===== src/rtl/cmp_pkg.sv =====
package cmp_pkg;
  typedef struct packed {
    logic lt;
    logic gt;
    logic eq;
  } cmp_flags_t;

  localparam cmp_flags_t FLAGS_CLEAR = '{lt: 1'b0, gt: 1'b0, eq: 1'b0};
endpackage


===== src/rtl/cmp_widen.sv =====
// Adds one bit above the operand: zero for unsigned, a copy of the MSB for signed.
module cmp_widen #(
  parameter int W = 4
) (
  input  logic [W-1:0] opnd,
  input  logic         as_signed,
  output logic [W:0]   wide
);
  always_comb begin
    wide = {as_signed & opnd[W-1], opnd};
  end
endmodule


===== src/rtl/cmp_subtract.sv =====
// A W+1 bit difference of two widened operands never overflows.
module cmp_subtract #(
  parameter int W = 4
) (
  input  logic [W:0] lhs,
  input  logic [W:0] rhs,
  output logic [W:0] diff
);
  always_comb begin
    diff = lhs - rhs;
  end
endmodule


===== src/rtl/cmp_decode.sv =====
module cmp_decode
  import cmp_pkg::*;
#(
  parameter int W = 4
) (
  input  logic [W:0]  diff,
  output cmp_flags_t  flags
);
  logic zero;

  always_comb begin
    flags    = FLAGS_CLEAR;
    zero     = ~|diff;
    flags.eq = zero;
    flags.lt = diff[W];
    flags.gt = ~zero & ~diff[W];
  end
endmodule


===== src/rtl/sgn_mag_cmp.sv =====
module sgn_mag_cmp
  import cmp_pkg::*;
#(
  parameter int W = 4
) (
  input  logic         clk,
  input  logic         rst,
  input  logic         in_valid,
  input  logic         mode_signed,
  input  logic [W-1:0] a,
  input  logic [W-1:0] b,
  output logic         out_valid,
  output logic         eq,
  output logic         gt,
  output logic         lt
);
  localparam int WX = W + 1;

  logic [WX-1:0] a_wide;
  logic [WX-1:0] b_wide;
  logic [WX-1:0] diff;
  cmp_flags_t    next_flags;
  cmp_flags_t    flags_q;
  logic          valid_q;

  cmp_widen #(.W(W)) u_widen_a (.opnd(a), .as_signed(mode_signed), .wide(a_wide));
  cmp_widen #(.W(W)) u_widen_b (.opnd(b), .as_signed(mode_signed), .wide(b_wide));

  cmp_subtract #(.W(W)) u_sub (.lhs(a_wide), .rhs(b_wide), .diff(diff));

  cmp_decode #(.W(W)) u_dec (.diff(diff), .flags(next_flags));

  always_ff @(posedge clk) begin
    if (rst) begin
      flags_q <= FLAGS_CLEAR;
      valid_q <= 1'b0;
    end else begin
      valid_q <= in_valid;
      if (in_valid) flags_q <= next_flags;
    end
  end

  assign out_valid = valid_q;
  assign eq        = flags_q.eq;
  assign gt        = flags_q.gt;
  assign lt        = flags_q.lt;
endmodule


===== config.mk =====
export PLATFORM = sky130hd
export DESIGN_NAME = sgn_mag_cmp
export DESIGN_NICKNAME = d
export VERILOG_FILES = /design/src/rtl/cmp_pkg.sv /design/src/rtl/cmp_widen.sv /design/src/rtl/cmp_subtract.sv /design/src/rtl/cmp_decode.sv /design/src/rtl/sgn_mag_cmp.sv
export SDC_FILE = /design/constraint.sdc
export NUM_CORES = 1
export LEC_CHECK = 0
export BUFFER_PORTS_ARGS = -buffer_cell sky130_fd_sc_hd__buf_4
export CORE_UTILIZATION = 25
export DETAILED_ROUTE_END_ITERATION = 10
export GPL_ROUTABILITY_DRIVEN = 0
export PLACE_DENSITY = 0.45
export SLEW_MARGIN = 20
export SYNTH_ARGS = -nofsm -noshare
export SYNTH_HDL_FRONTEND = slang
export SYNTH_SLANG_ARGS = --single-unit
export TNS_END_PERCENT = 50

===== constraint.sdc =====
create_clock -name clk -period 1.8 [get_ports clk]
set_input_delay 0.18 -clock clk [delete_from_list [all_inputs] [get_ports clk]]
set_output_delay 0.18 -clock clk [all_outputs]
set_load 0.01 [all_outputs]

Yosys cells after proc, flatten, opt, wreduce, memory -nomap -nowiden

Cells that the tools add are included.

Input bits: 12
Word-level logic and storage cells: 11
Output and inout port bits: 4
Bits in registers: 4

Reductions and logical operators: 2
Bitwise logic cells: 4
Add/subtract/negate cells: 1

Operators by type and width:

| operator         | count |
|---|---|
| $reduce_or A5 Y1 | 1 |
| $sub A5 B5 Y5    | 1 |
| $and A1 B1 Y1    | 3 |
| $logic_not A1 Y1 | 1 |
| $not A1 Y1       | 1 |

Depth between registers and ports, before layout

Gate-level depths: netlist of the first run.

Word-level depth: 4
Gate-level depth with buffers: 8
Mapped depth without buffers: 8

Hierarchy

From an unflattened synthesis of the first run, not the netlist that was laid out.

Cells, all modules: 45
Area total of the unflattened synthesis: 401.6 um^2

Modules (own cells, without submodules):

| module       | area each (um^2) | seq. area each (um^2) | cells an instance | times used |
|---|---|---|---|---|
| cmp_subtract | 157.7            | 0.0                   | 19                | 1 |
| sgn_mag_cmp  | 127.6            | 80.1                  | 11                | 1 |
| cmp_widen    | 36.3             | 0.0                   | 5                 | 2 |
| cmp_decode   | 43.8             | 0.0                   | 5                 | 1 |

Worst setup path before layout of the first run

Ideal clock, no wire load.

Path type: in2reg
Start point: input a[0]
End point: register flags_q (netlist bit gt)
Path slack: 0.216 ns
Library setup time: 0.087 ns
Buffers on the path: 0
Required time: 1.713 ns
Arrival: 1.497 ns
Cell stages on the path: 8
Cells stage by stage: inv_1 > ha_1 > inv_1 > fa_1 > and3_2 > o211ai_1 > nand3_1 > o31ai_1

Cells in the longest elaborated chain, start to end: 3
Elaborated cells between the ends (all ways): 4
Classes of those cells: add/sub: 1; bitwise: 2; reduce/logical: 1

Ends and longest elaborated chain:

| item                                           | RTL line                           | RTL |
|---|---|---|
| start, declared                                | sgn_mag_cmp.sv:10                  | `input logic [W-1:0] a,` |
| $sub A5 B5 Y5 (*)                              | cmp_subtract.sv:10                 | `diff = lhs - rhs;` |
| $reduce_or A5 Y1 or $not A1 Y1 (tied branches) | cmp_decode.sv:13, cmp_decode.sv:16 |  |
| $and A1 B1 Y1 (*)                              | cmp_decode.sv:16                   | `flags.gt = ~zero & ~diff[W];` |
| end signal, assigned                           | sgn_mag_cmp.sv:39                  | `if (in_valid) flags_q <= next_flags;` |
| end, declared                                  | sgn_mag_cmp.sv:23                  | `cmp_flags_t flags_q;` |

Mark *: on every way between the ends. The rest lies on a longest branch, timed or not.
A chain may end at the register's enable or synchronous reset.

Worst setup path in the final report of the first run

Ends and elaborated chain as after synthesis.

==> flow_summary.ini, run 1 <==
[status]
status = completed

[synthesis]
synth_top_area_frac = 0.247
avgSynthCellArea_sq_um = 9.26
synth-seq-cells = 4
synthesis.area_sq_um = 324
ys.flop_type = dfxtp_1
synth_edf_count = 0
synth_area_leaders = dfxtp_1, ha_1, fa_1, inv_1, a41o_1
async_flop_share = 0
synth_top_cells_by_count = inv_1, dfxtp_1, ha_1
syn_inst = 35
synthesis.nets = 52
synth_cell_types = 25
yosysTopAreaCell = dfxtp_1
seq_area_frac_synth = 0.247
synth_most_common_cell = inv_1
yosys_warnings = 0

[drt]
wirelength_microns = 731
detail-route-antenna-nets = 0
drt_first_pass_iters = 2
wl_per_cell_microns = 10.8
drt_iter0_drc = 1
route.detailed.drc = 0
via_count = 324
vias_per_cell = 4.76

[cells_and_area]
layout.nets = 73
fin_cells = 68
drive_gt1_frac = 0.407
layout_commonest_cell = buf_4
area_delta_synth_final_pct = 49.4
postLayoutCellArea_sq_um = 484
nFillCells = 124
num_antenna_cells = 0
mostFrequentLayoutCells = buf_4, inv_1, ha_1, dfxtp_1, clkbuf_4

[worst_setup_path]
critPathCaptureType = register
r2r-end = gt
reg2regPathDepth = 2
r2r_slack_ps = 880
critPathRequiredTime_ps = 1950
crit_end = gt
setup.worst_path.start = a[0]
crit_type = input pin to register
critPathArrivalTime_ps = 1700
worstPathMaxFanout = 2
r2r-start = gt
start_kind = input pin

[power]
p_int_w = 0.000222
power_w = 0.000301
comb_power_share = 0.314
netSwitchingFraction = 0.262
sequentialPowerShare = 0.324
ir_drop_mv = 0.188
netSwitchingPower_w = 0.0000788
p_leak_nw = 0.255
p_clk_frac = 0.362
pwr_density_cell_mw_per_mm2 = 622

[floorplan]
die_area_sq_mm = 0.00144
io-pin-count = 16
floorplan.initialDensity = 0.280
rows = 12
die_x_microns = 38.0
core_sq_mm = 0.00116
fp.dieH_microns = 38.0

[clock_network]
clockBufferDepth = 2
cts_tree = yes
cts_setup_buffers = 0
clkLatencyLatePin_ps = 230
htreeDepth = 1
cts_resized = 0
cts_buffers = 3
cts.sinks = 4
root_buffer = clkbuf_4
clkSlewWorstSetupHoldPaths_ps = 40
hold_buffers = 0

[grt]
grt_pass1_wl_mm = 1.22
grt_pass1_vias = 339
antenna_found_initial = 0
overflow = 0
grt_usage = 0.123
grt_start_max_net_pins = 8

[sta]
worst_pin_slew_ps = 233
finalHoldViolCount = 0
drv_slew = 0
fmax_mhz = 646
finalCritPeriodShare = 0.860
fin_crit_ps = 1550
holdWs_ps = 154
slew_headroom = 0.843
clock_skew_ps = 0
finalSetupViolCount = 0
rsz0062_at_grt = no

[placed_design]
io_buffers = 15
dp_cells = 65
place_area_sq_um = 462
place_hpwl_microns = 636

[worst_hold_path]
hold_path_startpoint = rst
hold_path_class = input pin to register

[run]
drv_cap = 0
## worst max-delay path: stages
cell	delay, ps
buf_4	110
inv_1	50
ha_1	150
inv_1	50
fa_1	390
and3_2	210
o211ai_1	230
nand3_1	110
o31ai_1	210
## worst min path at each step
stage / end / slack, ps / depth (start not counted)
3_5_place_dp: out_valid / 390 / 2
4_1_cts: out_valid / 140 / 2
3_3_place_gp: lt / 390 / 2
5_1_grt: out_valid / 160 / 2
2_1_floorplan: out_valid / 250 / 1
6_report: out_valid / 150 / 2
## metrics by stage
stage / setup slack, ps / util / setup TNS [ps]
after CTS: 237 / 0.419 / 0
final: 251 / 0.419 / 0
after floorplan: 216 / - / 0
after global placement: 45.8 / 0.399 / 0
after global routing: 121 / 0.419 / 0
after detailed placement: -7.23 / 0.399 / -7.23
## layout make-up
type                       instances  area (sq um)  share of cell area
timing repair buffer              16           120               0.248
inverter                           5          18.8              0.0388
clock buffer                       3          22.5              0.0465
tap                               14          17.5              0.0362
sequential                         4          80.1               0.165
multi-input combinational         26           225               0.465
## routing by layer
metal / global-route usage / share of wire / vias to the layer above
li1: - / - / 169
met1: 0.113 / 0.39 / 144
met2: 0.228 / 0.54 / 11
met3: 0.0233 / 0.063 / 0
met4: 0.107 / 0 / 0
met5: 0 / 0 / -
## kinds of logic (layout without fill, tap and decap cells)
group | count (synthesis) | after routing | share of synthesized area
DFF | 4 | 4 | 0.247
buffers and inverters | 5 | 24 | 0.0579
AOI/OAI and AO/OA | 10 | 10 | 0.236
adders and majority gates | 5 | 5 | 0.216
xor gates and xnor gates | 2 | 2 | 0.0541
and+or+nand+nor | 9 | 9 | 0.189
## state kept, by name, summed over array words and instances, names as in the netlist
| name | cells |
|---|---|
| out_valid | 1 |
| gt | 1 |
| lt | 1 |
| eq | 1 |
## power groups by stage
stage          registers (W)   logic, W  clock network [W]
2_1_floorplan       0.000102  0.0000478                  0
3_3_place_gp       0.0000987  0.0000915                  0
3_5_place_dp       0.0000989  0.0000950                  0
4_1_cts            0.0000976  0.0000956           0.000115
5_1_grt            0.0000980   0.000108           0.000120
6_report           0.0000975  0.0000947           0.000109
No activity file was read; power rests on OpenSTA's default activity.
==> run 2: changes to the inputs <==
- ABC_AREA: default -> 1
- GPL_TIMING_DRIVEN: default -> 0
- PLACE_DENSITY: 0.45 -> 0.44
==> run 2 against run 1 <==
Effect of this change:
- register-to-register slack better by 270 ps
- clock skew unchanged
- count of clock-buffer cells in the layout unchanged
- fmax up 12%
- total power up 2.9%
- worst hold slack worse by 32 ps
- wire length down 4.2%
- synthesized area up 12%
- via count up 19%
- critical path depth up 3
- sequential share of layout area down 1.0 points
==> flow_summary.ini, run 2 <==
[power]
comb_power_share = 0.323
p_int_w = 0.000218
power_w = 0.000310
netSwitchingFraction = 0.297
netSwitchingPower_w = 0.0000920
sequentialPowerShare = 0.315
p_clk_frac = 0.361
pwr_density_cell_mw_per_mm2 = 601
ir_drop_mv = 0.469
p_leak_nw = 0.314

[worst_hold_path]
hold_path_startpoint = rst
hold_path_class = input pin to register

[drt]
wl_per_cell_microns = 7.45
via_count = 385
drt_iter0_drc = 3
wirelength_microns = 700
vias_per_cell = 4.10
route.detailed.drc = 0
detail-route-antenna-nets = 0
drt_first_pass_iters = 3

[clock_network]
cts_tree = yes
htreeDepth = 1
clkSlewWorstSetupHoldPaths_ps = 40
cts.sinks = 4
hold_buffers = 0
cts_setup_buffers = 0
root_buffer = clkbuf_4
cts_buffers = 3
clockBufferDepth = 2
cts_resized = 0
clkLatencyLatePin_ps = 230

[floorplan]
fp.dieH_microns = 40.0
core_sq_mm = 0.00132
floorplan.initialDensity = 0.274
io-pin-count = 16
rows = 13
die_x_microns = 40.0
die_area_sq_mm = 0.00160

[synthesis]
yosys_warnings = 0
seq_area_frac_synth = 0.221
synth-seq-cells = 4
synth_top_area_frac = 0.221
synth_cell_types = 11
syn_inst = 61
avgSynthCellArea_sq_um = 5.93
synth_top_cells_by_count = nand2_1, inv_1, nor2_1
synth_edf_count = 0
synthesis.area_sq_um = 362
yosysTopAreaCell = dfxtp_1
async_flop_share = 0
synth_most_common_cell = nand2_1
synth_area_leaders = dfxtp_1, nand2_1, inv_1, ha_1, nor2_1
synthesis.nets = 78
ys.flop_type = dfxtp_1

[placed_design]
pre_cts_ws_ps = 155
io_buffers = 15
place_hpwl_microns = 606

[sta]
worst_pin_slew_ps = 171
drv_slew = 0
fmax_mhz = 723
finalHoldViolCount = 0
tns_ps = 0
finalSetupViolCount = 0
finalCritPeriodShare = 0.769
clock_skew_ps = 0
slew_headroom = 0.886
fin_crit_ps = 1380
rsz0062_at_grt = no
setup_ws_ps = 416

[worst_setup_path]
setup.worst_path.start = a[0]
cp_num_buf_inv = 4
critPathRequiredTime_ps = 1960
critPathArrivalTime_ps = 1550
max_stage_delay_ps = 380
critPathCaptureType = register
r2r-start = lt
slowest_stage = fa_1
crit_family = adder cells
crit_type = input pin to register
start_kind = input pin
worstPathMaxFanout = 2
path_cells = buf_4 > inv_1 > ha_1 > inv_1 > fa_1 > inv_1 > nor2_1 > nor2_1 > nor2_1 > nor2_2 > nand2_1 > a21oi_1

[cells_and_area]
nFillCells = 157
drive_gt1_frac = 0.266
mostFrequentLayoutCells = nand2_1, inv_1, buf_4, nor2_1
area_delta_synth_final_pct = 42.6
final_util = 0.391
num_antenna_cells = 0
layout.nets = 98
regArea_sq_um = 80.1
layout_commonest_cell = nand2_1
multi_input_area_sq_um = 225

[grt]
grt_start_max_net_pins = 6
antenna_found_initial = 0
grt_usage = 0.108
grt_pass1_wl_mm = 1.11
overflow = 0
grt_pass1_vias = 302

[status]
status = completed

[run]
drv_cap = 0
==> run 2: stage by stage <==
stage	hold slack, ps	area, sq um	std cells
2_1_floorplan	249	362	61
5_1_grt	120	515	94
6_report	123	515	94
4_1_cts	119	515	94
3_3_place_gp	376	493	91
3_5_place_dp	373	493	91
==> run 2: worst paths after layout <==
| kind | endpoint | slack, ps | cells past startpoint |
|---|---|---|---|
| setup reg to reg | lt | 1150 | 4 |
| setup / recovery | gt | 420 | 12 |
| hold / removal | out_valid | 120 | 2 |
| hold reg to reg | eq | 460 | 2 |
==> run 2: kinds of logic after synthesis <==
family	Yosys count	share of synthesized area
buffers and inverters	15	0.156
flip-flops	4	0.221
adder cells (fa/ha/maj)	5	0.194
AND/OR/NAND/NOR	33	0.374
AO/OA/AOI/OAI	4	0.0553
==> run 2: worst reg2reg max path, delay by kind of cell (launching register included) <==
kind            cells  cell delay, ps
flops               1             310
buf+inv             1              50
compound gates      1              60
simple gates        2             120
==> run 2: layout make-up <==
class | instances | area share
timing repair buffer | 15 | 0.218
sequential | 4 | 0.155
tap | 15 | 0.0364
clock buffer | 3 | 0.0437
multi-input combinational | 42 | 0.437
inverter | 15 | 0.109
==> run 2: power by group through the flow <==
| stage | clock network [W] | logic (W) | registers (W) |
|---|---|---|---|
| floorplan | 0 | 0.0000578 | 0.000102 |
| global placement | 0 | 0.000100 | 0.0000990 |
| detailed placement | 0 | 0.000102 | 0.0000991 |
| CTS | 0.000116 | 0.000102 | 0.0000978 |
| global route | 0.000122 | 0.000119 | 0.0000981 |
| finish | 0.000112 | 0.000100 | 0.0000977 |
==> run 2: layer usage <==
layer  wire length [microns]  global-route usage  up-vias
met1                     336               0.144      156
li1                        -                   -      219
met4                       0                   0        0
met5                       0                   0        -
met3                      54              0.0833        0
met2                     309               0.145       10
==> run 3: changes to the inputs <==
- clock period: 1.8 -> 1.4 ns (I/O delays scaled with it)
==> run 3 against run 2 <==
Effect of this change:
- design area increased by 1.2%
- cell count stayed put
- sequential share of layout area decreased by 0.19 points
- critical path type unchanged
- critical endpoint is now eq
- critical path depth did not move
- non-clock buffer count unchanged
- total power increased by 30%
- combinational power grew 34%
- largest cell class unchanged
- count of clock-buffer cells in the layout unchanged
- highest routed layer unchanged
==> flow_summary.ini, run 3 (same netlist as run 2, synthesis figures left out) <==
[status]
status = completed

[drt]
detail-route-antenna-nets = 0
drt_iter0_drc = 3
drt_first_pass_iters = 2
wl_per_cell_microns = 7.43
route.detailed.drc = 0
vias_per_cell = 4.10
wirelength_microns = 698
via_count = 385

[cells_and_area]
postLayoutCellArea_sq_um = 522
num_antenna_cells = 0
area_delta_synth_final_pct = 44.3
mostFrequentLayoutCells = nand2_1, buf_4, inv_1, nor2_1
nFillCells = 156
layout_commonest_cell = nand2_1
layout.nets = 98
drive_gt1_frac = 0.316

[power]
ir_drop_mv = 0.603
pwr_density_cell_mw_per_mm2 = 773
netSwitchingFraction = 0.300
p_clk_frac = 0.357
comb_power_share = 0.331
p_int_w = 0.000282
netSwitchingPower_w = 0.000121
p_leak_nw = 0.311
sequentialPowerShare = 0.312

[clock_network]
cts_tree = yes
htreeDepth = 1
clockBufferDepth = 2
cts_buffers = 3
cts_setup_buffers = 0
root_buffer = clkbuf_4
cts.sinks = 4
clkSlewWorstSetupHoldPaths_ps = 40
clkLatencyLatePin_ps = 230

[sta]
clock_skew_ps = 0
finalHoldViolCount = 0
fin_crit_ps = 1290
worst_pin_slew_ps = 164
finalCritPeriodShare = 0.925
setup_ws_ps = 105
slew_headroom = 0.890
rsz0062_at_grt = yes
drv_slew = 0
fmax_mhz = 772
finalSetupViolCount = 0

[floorplan]
die_x_microns = 40.0
floorplan.initialDensity = 0.274
io-pin-count = 16
fp.dieH_microns = 40.0
core_sq_mm = 0.00132
die_area_sq_mm = 0.00160
rows = 13

[grt]
grt_start_max_net_pins = 6
grt_pass1_wl_mm = 1.11
grt_pass1_vias = 302
antenna_found_initial = 0
overflow = 0
grt_usage = 0.108

[placed_design]
pre_cts_ws_ps = -205
io_buffers = 15
place_area_sq_um = 493
place_hpwl_microns = 606

[run]
drv_cap = 0

[worst_setup_path]
critPathRequiredTime_ps = 1560
worstPathMaxFanout = 2
crit_type = input pin to register
critPathCaptureType = register
start_kind = input pin
critPathArrivalTime_ps = 1460

[worst_hold_path]
hold_path_class = input pin to register
run 3: cell counts in the layout (fill, tap and decap cells not counted):
Identical to the previous run, type by type.
run 3: worst max-delay path, stage by stage:
cell,delay (ps)
buf_4,70
inv_1,30
ha_1,190
inv_2,60
fa_2,420
inv_1,60
nand2_1,50
a21oi_2,120
nand2_1,60
nor2_1,80
nand2_1,60
a21oi_1,110
run 3: through the flow:
stage                util  total power, W  hold WS, ps  setup TNS, ps  std cells
floorplan               -        0.000205          209              0         61
global placement    0.374        0.000256          336           -583         91
detailed placement  0.374        0.000258          333           -572         91
CTS                 0.391        0.000406         78.6              0         94
global route        0.396        0.000441         80.0          -50.7         94
finish              0.396        0.000403         82.6              0         94
run 3: what timing repair did:
| item | in CTS | in global routing |
|---|---|---|
| hold buffers | 0 | 0 |
| endpoints found under the setup margin | 0 | 3 |
| resized for setup | 0 | 4 |
run 3: layout make-up:
cell class                 instances  area (sq um)  share of cell area
clock buffer                       3          22.5              0.0432
inverter                          15          56.3               0.108
multi-input combinational         42           231               0.444
sequential                         4          80.1               0.153
tap                               15          18.8              0.0360
timing repair buffer              15           113               0.216
run 3: worst paths after layout:
check             depth (start not counted)   endpoint  slack (ps)  start
hold reg to reg                           2         eq         460     eq
setup reg to reg                          4         lt         750     lt
hold / removal                            2  out_valid          80    rst
setup / recovery                         12         eq         110   a[0]
run 3: power by group through the flow:
stage                     Clock (W)  Combinational, W  Sequential, W
after floorplan                   0         0.0000743       0.000131
after global placement            0          0.000129       0.000127
after detailed placement          0          0.000131       0.000127
after CTS                  0.000149          0.000131       0.000126
after global routing       0.000157          0.000158       0.000126
final                      0.000144          0.000134       0.000126
run 3: metal layers:
| layer | global-route usage | wire [microns] |
|---|---|---|
| met1 | 0.144 | 339 |
| met2 | 0.145 | 303 |
| met3 | 0.0833 | 54 |
| met4 | 0 | 0 |
| met5 | 0 | 0 |
